[src/rtl/twi_cvt_pkg.sv]
`timescale 1ns/1ps
package twi_cvt_pkg;
  localparam int BYTE_W = 8;
  localparam int ID_W   = 4;
  localparam int CH_W   = 2;
  localparam int RES_W  = 10;
  localparam int HI_W   = RES_W - BYTE_W;
  localparam int PAD_W  = BYTE_W - CH_W - HI_W;

  typedef enum logic [3:0] {
    ST_IDLE,
    ST_ADDR,
    ST_AACK,
    ST_AHOLD,
    ST_TX,
    ST_MWAIT,
    ST_MACK,
    ST_MNEXT,
    ST_IGNORE
  } rd_state_e;
endpackage

[src/rtl/twi_line_cond.sv]
`timescale 1ns/1ps
module twi_line_cond (
  input  logic clk,
  input  logic rst_n,
  input  logic scl_in,
  input  logic sda_in,
  output logic scl_hi,
  output logic sda_hi,
  output logic scl_rise,
  output logic scl_fall,
  output logic start_ev,
  output logic stop_ev
);
  localparam int SYNC_D = 3;

  logic [SYNC_D-1:0] scl_sr_q, scl_sr_d;
  logic [SYNC_D-1:0] sda_sr_q, sda_sr_d;

  always_comb begin
    scl_sr_d = {scl_sr_q[SYNC_D-2:0], scl_in};
    sda_sr_d = {sda_sr_q[SYNC_D-2:0], sda_in};
  end

  always_ff @(posedge clk or negedge rst_n) begin
    if (!rst_n) begin
      scl_sr_q <= '1;
      sda_sr_q <= '1;
    end else begin
      scl_sr_q <= scl_sr_d;
      sda_sr_q <= sda_sr_d;
    end
  end

  assign scl_hi   = scl_sr_q[SYNC_D-2];
  assign sda_hi   = sda_sr_q[SYNC_D-2];
  assign scl_rise = scl_sr_q[SYNC_D-2] & ~scl_sr_q[SYNC_D-1];
  assign scl_fall = ~scl_sr_q[SYNC_D-2] & scl_sr_q[SYNC_D-1];
  assign start_ev = scl_sr_q[SYNC_D-2] & scl_sr_q[SYNC_D-1] &
                    sda_sr_q[SYNC_D-1] & ~sda_sr_q[SYNC_D-2];
  assign stop_ev  = scl_sr_q[SYNC_D-2] & scl_sr_q[SYNC_D-1] &
                    ~sda_sr_q[SYNC_D-1] & sda_sr_q[SYNC_D-2];
endmodule

[src/rtl/twi_conv_seq.sv]
`timescale 1ns/1ps
module twi_conv_seq import twi_cvt_pkg::*; #(
  parameter int NUM_CH = 3
) (
  input  logic              clk,
  input  logic              rst_n,
  input  logic              first_go,
  input  logic [CH_W-1:0]   sel_code,
  input  logic              next_go,
  input  logic              conv_done,
  input  logic [RES_W-1:0]  conv_data,
  output logic              conv_req,
  output logic [CH_W-1:0]   conv_chan,
  output logic [CH_W-1:0]   cur_chan,
  output logic [RES_W-1:0]  cur_result
);
  localparam logic [CH_W-1:0] AUTO_CODE = {CH_W{1'b1}};
  localparam logic [CH_W-1:0] LAST_CH   = CH_W'(NUM_CH - 1);

  logic [CH_W-1:0] chan_q, chan_d;
  logic            auto_q, auto_d;
  logic            req_q, req_d;
  logic [NUM_CH*RES_W-1:0] slot_flat;

  always_comb begin
    chan_d = chan_q;
    auto_d = auto_q;
    req_d  = 1'b0;
    if (first_go) begin
      auto_d = (sel_code == AUTO_CODE);
      chan_d = auto_d ? '0 : sel_code;
      req_d  = 1'b1;
    end else if (next_go) begin
      if (auto_q) begin
        chan_d = (chan_q == LAST_CH) ? '0 : chan_q + 1'b1;
      end
      req_d = 1'b1;
    end
  end

  always_ff @(posedge clk or negedge rst_n) begin
    if (!rst_n) begin
      chan_q <= '0;
      auto_q <= 1'b0;
      req_q  <= 1'b0;
    end else begin
      chan_q <= chan_d;
      auto_q <= auto_d;
      req_q  <= req_d;
    end
  end

  for (genvar g = 0; g < NUM_CH; g++) begin : g_slot
    logic [RES_W-1:0] val_q;
    logic             load;
    assign load = conv_done && (chan_q == CH_W'(g));
    always_ff @(posedge clk or negedge rst_n) begin
      if (!rst_n) begin
        val_q <= '0;
      end else if (load) begin
        val_q <= conv_data;
      end
    end
    assign slot_flat[g*RES_W +: RES_W] = val_q;
  end

  always_comb begin
    cur_result = '0;
    for (int i = 0; i < NUM_CH; i++) begin
      if (chan_q == CH_W'(i)) cur_result = slot_flat[i*RES_W +: RES_W];
    end
  end

  assign conv_req  = req_q;
  assign conv_chan = chan_q;
  assign cur_chan  = chan_q;


  req_pulse_chk: assert property (@(posedge clk) disable iff (!rst_n)
    conv_req |=> !conv_req);


  req_chan_range_chk: assert property (@(posedge clk) disable iff (!rst_n)
    conv_req |-> (conv_chan <= LAST_CH));
endmodule

[src/rtl/twi_cvt_slave.sv]
`timescale 1ns/1ps
module twi_cvt_slave import twi_cvt_pkg::*; #(
  parameter logic [ID_W-1:0] DEV_ID = 4'b1001,
  parameter int              NUM_CH = 3
) (
  input  logic              clk,
  input  logic              rst_n,
  input  logic              scl_in,
  input  logic              sda_in,
  output logic              sda_low,
  output logic              standby,
  output logic              conv_req,
  output logic [CH_W-1:0]   conv_chan,
  input  logic              conv_done,
  input  logic [RES_W-1:0]  conv_data
);
  localparam int CNT_W = $clog2(BYTE_W);
  localparam logic [CNT_W-1:0] LAST_BIT = CNT_W'(BYTE_W - 1);

  logic scl_hi, sda_hi, scl_rise, scl_fall, start_ev, stop_ev;

  twi_line_cond u_line (
    .clk      (clk),
    .rst_n    (rst_n),
    .scl_in   (scl_in),
    .sda_in   (sda_in),
    .scl_hi   (scl_hi),
    .sda_hi   (sda_hi),
    .scl_rise (scl_rise),
    .scl_fall (scl_fall),
    .start_ev (start_ev),
    .stop_ev  (stop_ev)
  );

  rd_state_e          st_q, st_d;
  logic [CNT_W-1:0]   cnt_q, cnt_d;
  logic [BYTE_W-1:0]  sh_q, sh_d;
  logic [BYTE_W-1:0]  lo_q, lo_d;
  logic               drv_q, drv_d;
  logic               rd_q, rd_d;
  logic               bsel_q, bsel_d;
  logic               first_go, next_go, load_first;
  logic [CH_W-1:0]    cur_chan;
  logic [RES_W-1:0]   cur_result;
  logic               id_ok;

  twi_conv_seq #(.NUM_CH(NUM_CH)) u_seq (
    .clk        (clk),
    .rst_n      (rst_n),
    .first_go   (first_go),
    .sel_code   (sh_q[CH_W:1]),
    .next_go    (next_go),
    .conv_done  (conv_done),
    .conv_data  (conv_data),
    .conv_req   (conv_req),
    .conv_chan  (conv_chan),
    .cur_chan   (cur_chan),
    .cur_result (cur_result)
  );

  assign id_ok = (sh_q[BYTE_W-1 -: ID_W] == DEV_ID);

  always_comb begin
    st_d       = st_q;
    cnt_d      = cnt_q;
    sh_d       = sh_q;
    lo_d       = lo_q;
    drv_d      = drv_q;
    rd_d       = rd_q;
    bsel_d     = bsel_q;
    first_go   = 1'b0;
    next_go    = 1'b0;
    load_first = 1'b0;
    if (stop_ev) begin
      st_d  = ST_IDLE;
      drv_d = 1'b0;
    end else if (start_ev) begin
      st_d  = ST_ADDR;
      cnt_d = '0;
      drv_d = 1'b0;
    end else begin
      case (st_q)
        ST_ADDR: begin
          if (scl_rise) begin
            sh_d  = {sh_q[BYTE_W-2:0], sda_hi};
            cnt_d = cnt_q + 1'b1;
            if (cnt_q == LAST_BIT) st_d = ST_AACK;
          end
        end
        ST_AACK: begin
          if (scl_fall) begin
            if (id_ok && !sh_q[CH_W+1]) begin
              drv_d    = 1'b1;
              rd_d     = sh_q[0];
              first_go = sh_q[0];
              st_d     = ST_AHOLD;
            end else begin
              st_d = ST_IGNORE;
            end
          end
        end
        ST_AHOLD: begin
          if (scl_fall) begin
            if (rd_q) begin
              load_first = 1'b1;
            end else begin
              drv_d = 1'b0;
              st_d  = ST_IGNORE;
            end
          end
        end
        ST_TX: begin
          if (scl_rise) begin
            cnt_d = cnt_q + 1'b1;
            if (cnt_q == LAST_BIT) st_d = ST_MWAIT;
          end else if (scl_fall) begin
            sh_d  = {sh_q[BYTE_W-2:0], 1'b0};
            drv_d = ~sh_q[BYTE_W-2];
          end
        end
        ST_MWAIT: begin
          if (scl_fall) begin
            drv_d = 1'b0;
            st_d  = ST_MACK;
          end
        end
        ST_MACK: begin
          if (scl_rise) begin
            if (!sda_hi) begin
              next_go = bsel_q;
              st_d    = ST_MNEXT;
            end else begin
              st_d = ST_IGNORE;
            end
          end
        end
        ST_MNEXT: begin
          if (scl_fall) begin
            if (!bsel_q) begin
              sh_d   = lo_q;
              drv_d  = ~lo_q[BYTE_W-1];
              bsel_d = 1'b1;
              cnt_d  = '0;
              st_d   = ST_TX;
            end else begin
              load_first = 1'b1;
            end
          end
        end
        default: begin
          drv_d = 1'b0;
        end
      endcase
      if (load_first) begin
        sh_d   = {{PAD_W{1'b0}}, cur_chan, cur_result[RES_W-1 -: HI_W]};
        lo_d   = cur_result[BYTE_W-1:0];
        drv_d  = 1'b1;
        bsel_d = 1'b0;
        cnt_d  = '0;
        st_d   = ST_TX;
      end
    end
  end

  always_ff @(posedge clk or negedge rst_n) begin
    if (!rst_n) begin
      st_q   <= ST_IDLE;
      cnt_q  <= '0;
      sh_q   <= '0;
      lo_q   <= '0;
      drv_q  <= 1'b0;
      rd_q   <= 1'b0;
      bsel_q <= 1'b0;
    end else begin
      st_q   <= st_d;
      cnt_q  <= cnt_d;
      sh_q   <= sh_d;
      lo_q   <= lo_d;
      drv_q  <= drv_d;
      rd_q   <= rd_d;
      bsel_q <= bsel_d;
    end
  end

  assign sda_low = drv_q;
  assign standby = (st_q == ST_IDLE);


  sda_edge_chk: assert property (@(posedge clk) disable iff (!rst_n)
    !$stable(sda_low) |-> !scl_hi);


  standby_quiet_chk: assert property (@(posedge clk) disable iff (!rst_n)
    standby |-> !sda_low);


  ignore_quiet_chk: assert property (@(posedge clk) disable iff (!rst_n)
    (st_q == ST_IGNORE) |-> !sda_low);


  drive_start_chk: assert property (@(posedge clk) disable iff (!rst_n)
    $rose(sda_low) |-> (st_q == ST_AHOLD || st_q == ST_TX));
endmodule

[config.mk]
export PLATFORM = sky130hd
export DESIGN_NAME = twi_cvt_slave
export DESIGN_NICKNAME = d
export VERILOG_FILES = /design/src/rtl/twi_cvt_pkg.sv /design/src/rtl/twi_line_cond.sv /design/src/rtl/twi_conv_seq.sv /design/src/rtl/twi_cvt_slave.sv
export SDC_FILE = /design/constraint.sdc
export NUM_CORES = 1
export LEC_CHECK = 0
export BUFFER_PORTS_ARGS = -buffer_cell sky130_fd_sc_hd__buf_2
export CORE_MARGIN = 8
export CORE_UTILIZATION = 42
export DETAILED_ROUTE_END_ITERATION = 10
export PLACE_DENSITY = 0.59
export SETUP_SLACK_MARGIN = 0.5
export SLEW_MARGIN = 20
export SYNTH_ARGS = -nofsm -noshare
export SYNTH_HDL_FRONTEND = slang
export SYNTH_SLANG_ARGS = --single-unit
[constraint.sdc]
create_clock -name clk -period 2.1 [get_ports clk]
set_clock_uncertainty 0.15 [all_clocks]
set_input_delay 0.105 -clock clk [delete_from_list [all_inputs] [get_ports clk]]
set_output_delay 0.105 -clock clk [all_outputs]
set_load 0.01 [all_outputs]
==> Word level (Yosys, flattened, before mapping) <==
Index checks and enable logic that the tools add are counted.
{ "classes": {"eq_ne": 35, "muxes": 73, "n_reduce_logical": 24, "n_addsub": 2, "bitwise": 15} }
{ "op_table": {"columns": ["cell", "count"], "rows": [
  ["$ne A5 B5 Y1 const B", 14],
  ["$mux W4", 16],
  ["$mux W8", 6],
  ["$mux W1", 33],
  ["$mux W10", 3],
  ["$pmux W4 S7", 1],
  ["$pmux W8 S3", 1],
  ["$eq A4 B3 Y1 const B", 4],
  ["$mux W3", 5],
  ["$ne A3 B3 Y1 const B", 5],
  ["$reduce_and A12 Y1", 1],
  ["$mux W2", 5],
  ["$reduce_and A10 Y1", 1],
  ["$reduce_and A5 Y1", 2],
  ["$reduce_bool A10 Y1", 1],
  ["$eq A4 B2 Y1 const B", 2],
  ["$ne A4 B1 Y1 const B", 2],
  ["$ne A4 B4 Y1 const B", 2],
  ["$not A1 Y1", 8],
  ["$reduce_and A8 Y1", 1],
  ["$reduce_bool A2 Y1", 4],
  ["$reduce_bool A4 Y1", 2],
  ["$and A1 B1 Y1", 7],
  ["$pmux W1 S6", 1],
  ["other kinds (17)", 22]
]} }
{ "word_totals": {"ff_bits": 66, "elab_cells": 164, "output_inout_bits": 5, "inputBits": 15} }

==> Depth between registers and ports, before layout <==
{ "depth": {"depth_word": 9, "depth_mapped": 7} }

==> Hierarchy <==
Synthesis repeated with hierarchy kept, for this count alone.
{ "unflattened": {"cells_unflattened": 294, "hier_area_um2": 3558.4} }
{ "by_module_without_submodules": {"columns": ["module", "seq_area_each_um2", "cells_per_inst", "area_per_inst_um2", "n_inst"], "rows": [
  ["twi_conv_seq", 850.8, 111, 1700.4, 1],
  ["twi_cvt_slave", 650.6, 173, 1667.8, 1],
  ["twi_line_cond", 157.7, 10, 190.2, 1]
]} }

==> Worst setup path before layout <==
OpenSTA, ideal clock, no wires.
{ "synth_timing": {"path_type": "reg-to-reg", "start": "register u_line.scl_sr_q[2]", "end": "register sh_q[1]", "period_less_slack_ns": 1.906, "setup_slack_ns": 0.194, "setup_ns": 0.125, "arrival_ns": 1.632, "path_stages_with_launch": 6, "required_time_ns": 1.825, "path_cell_list": "dfstp_2 -> nand2b_1 -> nor4b_4 -> buf_2 -> o21ai_1 -> mux2_2"} }
{ "synth_between": {"elab_chain_len": 7} }
{ "synth_rtl": {"columns": ["element", "line", "source"], "rows": [
  ["from (decl)", "twi_line_cond.sv:16", "logic [SYNC_D-1:0] scl_sr_q, scl_sr_d;"],
  ["from (signal assigned)", "twi_line_cond.sv:29", "scl_sr_q <= scl_sr_d;"],
  ["$and A1 B1 Y1", "twi_line_cond.sv:37", "assign scl_fall = ~scl_sr_q[SYNC_D-2] & scl_sr_q[SYNC_D-1];"],
  ["$mux W1 (on tied branches)", "twi_cvt_slave.sv:138, twi_cvt_slave.sv:103", null],
  ["$pmux W1 S2", "twi_cvt_slave.sv:82", "case (st_q)"],
  ["$mux W1", "twi_cvt_slave.sv:77", "end else if (start_ev) begin"],
  ["$mux W1", "twi_cvt_slave.sv:74", "if (stop_ev) begin"],
  ["$ne A3 B3 Y1 (no line) or $reduce_bool A4 Y1 (tied branches)", null, null],
  ["$reduce_and A8 Y1 (no line)", null, null],
  ["to (signal assigned)", "twi_cvt_slave.sv:169", "sh_q <= '0;"],
  ["to (signal assigned)", "twi_cvt_slave.sv:177", "sh_q <= sh_d;"],
  ["to (decl)", "twi_cvt_slave.sv:37", "logic [BYTE_W-1:0] sh_q, sh_d;"]
]} }
Parallel ways exist; a longest one is shown, timed or not. The select of a mux whose other input is x is not followed.
A chain may end at the register's enable or synchronous reset.

==> Final worst setup path <==
{ "layout_timing": {"start": "register st_q[0]", "end": "register st_q[0]"} }
{ "layout_between": {"elab_chain_len": 7} }
{ "layout_rtl": {"columns": ["element", "line", "source"], "rows": [
  ["from (decl)", "twi_cvt_slave.sv:35", "rd_state_e st_q, st_d;"],
  ["from (signal assigned)", "twi_cvt_slave.sv:175", "st_q <= st_d;"],
  ["parallel branches: the longest is 7 deep, another holds $reduce_and A12 Y1", null, null]
]} }
Parallel ways; which one is timed is not known. The select of a mux whose other input is x is not followed.

==> impl_metrics.csv <==
group,metric,value,unit
yosys,synth_nets,339,
grt,grt_pass1_vias,2868,
final_layout,drive_above_1_share,46.78,%
power,power_density,648.4,nW/µm²
clock_tree,cts_sinks,66,
yosys,synthArstFlopShare,100.0,%
clock_tree,cts_max_path_buffers,2,
yosys,synth.avg_cell_area,10.74,µm²
place,place.gp.congestion,0.8981,
timing,finalCritPeriodShare,95.27,%
setup_path,cp_num_buf_inv,2,
power,total_power,3.043,mW
yosys,ys_seq_area_share,47.99,%
grt,grt_usage,15.33,%
clock_tree,cts.clk_slew.worst_paths,70,ps
route,wl_per_cell,16.83,µm
route,route.detailed.drc,0,
route,drtIter0Drc,155,
grt,grt_pass1_wl,14040,µm
setup_path,worst-setup-path-type,"flip-flop to flip-flop",
setup_path,max_stage_delay,440,ps
place,dpl.hpwl,5390,µm
route,via_per_inst,5.371,
clock_tree,clockRootBuffer,"clkbuf_8",
power,peakVddDrop,0.0006692,V
yosys,synth_top_area_share,43.43,%
flow_run,drv_cap,0,
yosys,ys_seq_elements,66,
floorplanning,core_area,8093,µm²
yosys,synth_top_flop_cell,"dfrtp_1",
timing,setup_viol,0,
yosys,synthDistinctLibCells,59,
timing,relSlewSlack,67.54,%
yosys,yosys-top-cells-area,"dfrtp_1 43%, mux2_2 12%, mux2i_1 6.1%",
run_status,outcome,"complete, no violations",
grt,antenna_found_initial,0,
place,port_buffers,19,
clock_tree,numCtsBuffers,9,
floorplanning,io_pins,20,
grt,grt-ovfl-total,0,
floorplanning,die_w,106.7,µm
setup_path,crit_family,"flip-flops",
route,detail-route-antenna-nets,0,
route,firstDrtPassIters,4,
timing,grt_setup_unrepaired,"true",
clock_tree,worst_skew_pair.late_latency,340,ps
yosys,yosys.area.top_type,"dfrtp_1",
setup_path,worstPathRequired,2200,ps
clock_tree,htreeDepth,3,
floorplanning,die_y,106.7,µm
yosys,syn_area,3457,µm²
setup_path,critPathLaunchType,"flip-flop",
setup_path,worst-path-stages,6,
timing,worst_pin_slew,485.4,ps
yosys,synth_cells,322,
min_path,min_path_type,"input pin to asynchronous set/reset pin",
timing,finalHoldViolCount,0,
final_layout,num-nets-final,416,
setup_path,end_kind,"flip-flop",
final_layout,n_antenna_cell,0,
yosys,yosys_warnings,0,
floorplanning,rows,33,
setup_path,reg2reg_depth,6,
final_layout,area_growth,35.76,%
setup_path,slowest_stage,"dfrtp_2",
yosys,synth-edff-count,0,
floorplanning,start_util,42.72,%
setup_path,cp_max_fo,6,
route,drt-total-wl,8569,µm
clock_tree,cts_tree,"built",
power,p_leak,2.144,nW
setup_path,worstPathCellList,"clkinvlp_4 > buf_6 > maj3_2 > a211o_1 > nand2_2 > mux2i_1",
timing,period_needed,2001,ps
route,vias,2734,
timing,final_max_slew_viol_count,0,
timing,fin_setup_tns,0,ps
timing,max_freq,499.8,MHz
floorplanning,die_area,11390,µm²
grt,grt_max_degree,49,
setup_path,cp.arrival,2100,ps
==> stage by stage <==
step	std cells	hold slack (ps)	util (%)	worst slack [ps]	cell area (µm²)
floorplan	322	-340.6	-	246.5	3521
finish	509	102.8	57.99	99.23	4693
global placement	454	-57.99	47.59	76.82	3851
global route	509	133.3	57.99	32.42	4693
CTS	497	112.7	54.98	135.3	4449
detailed placement	454	-59.99	47.59	71.82	3851
==> repair_timing <==
action,in CTS,in global routing
endpoints found under the hold margin,79,0
hold buffers,13,0
resized for setup,28,31
buffers inserted,12,10
cloned,2,2
endpoints found under the setup margin,60,50
pin swaps,4,8
==> placed cells by master, fill, tap and decap left out, drive strengths merged, types with 2 or more instances in the layout <==
cell and count:
buf 70, nand2b 4, nor3 4, a21oi 29, nand2 16, bufinv 2, mux2i 22, and4 2
nand4b 3, nand3b 3, mux2 38, dlygate4sd3 13, nor2 29, nand3 9, inv 9, clkinvlp 3
and2b 3, nor2b 7, dfstp 6, o2111ai 2, o31ai 3, xor2 2, clkbuf 13, or4b 2
nand4 3, dfrtp 60, or2 2, or3 2, o21ai 14, a31oi 4, nor3b 2, ha 2
==> final cells by class <==
class | instances | area, µm²
fillers | 718 | 3400
well taps | 105 | 131.4
inverters | 9 | 40.04
clock buffers | 10 | 137.6
clock inverters | 6 | 88.84
repair buffers | 86 | 739.5
multi-input cells | 227 | 1891
flip-flops and latches | 66 | 1665
==> worst reg2reg max path, delay by kind of cell, from the launching register on <==
| family | cells | cell delay, ps |
|---|---|---|
| adders and majority gates | 1 | 290 |
| DFF | 1 | 440 |
| buffers and inverters | 2 | 430 |
| muxes | 1 | 190 |
| AOI/OAI and AO/OA | 1 | 320 |
| and+or+nand+nor | 1 | 120 |
==> flip-flops by register name, summed over array words and instances, names as in the netlist <==
name / cells
u_seq.g_slot.val_q: 30
lo_q: 8
sh_q: 8
st_q: 4
cnt_q: 3
u_line.scl_sr_q: 3
u_line.sda_sr_q: 3
u_seq.conv_chan: 2
bsel_q: 1
rd_q: 1
sda_low: 1
u_seq.auto_q: 1
u_seq.conv_req: 1
==> cell usage after synthesis (2+ instances only) <==
cell and number:
dfrtp_1 60, mux2_2 38, a21oi_1 29, nor2_1 29, mux2i_1 21, nand2_1 16
clkbuf_1 10, o21ai_0 9, inv_1 8, nand3_1 8, nor2b_1 7, dfstp_2 6
buf_2 5, o21ai_1 5, a31oi_1 4, nand2b_1 4, nor3_1 4, buf_6 3
nand3b_1 3, nand4b_1 3, o31ai_1 3, and2b_1 2, and4_1 2, ha_1 2
nand4_1 2, nor3b_1 2, o2111ai_1 2, or3_1 2, or4b_1 2, xor2_1 2
==> layer usage <==
metal  share of wire [%]  wire (µm)  track usage (%)
met5                   0          0                0
met2                  51       4347            25.71
met3                 3.3        281            3.899
met1                  43       3648            18.18
met4                 3.4        291            6.734
==> logic make-up (layout without fill, tap and decap cells) <==
family | count (synthesis) | in the layout | synth area share (%)
DFF | 66 | 66 | 47.99
buffers and inverters | 29 | 111 | 4.090
AOI/OAI and AO/OA | 65 | 65 | 11.40
and+or+nand+nor | 96 | 96 | 15.67
muxes | 60 | 60 | 18.86
adders and majority gates | 3 | 3 | 1.013
xor gates and xnor gates | 3 | 3 | 0.9774
==> path summary, 6_finish.rpt <==
path,startpoint,end,slack [ps]
worst max-delay path,st_q[0],st_q[0],100
worst min-delay path,rst_n,st_q[1],100
worst max register to register,st_q[0],st_q[0],100
worst min register to register,u_line.scl_sr_q[0],u_line.scl_sr_q[1],210
max in group asynchronous,rst_n,u_seq.g_slot[0].val_q[4],1080
min in group clk,conv_done,u_seq.g_slot[2].val_q[4],160
==> power by group <==
group / switching (mW) / leakage, nW / internal (mW)
combinational: 0.194 / 1.17 / 0.205
sequential: 0.0802 / 0.864 / 1.36
clock: 0.501 / 0.109 / 0.703
No activity file was read; power rests on OpenSTA's default activity.
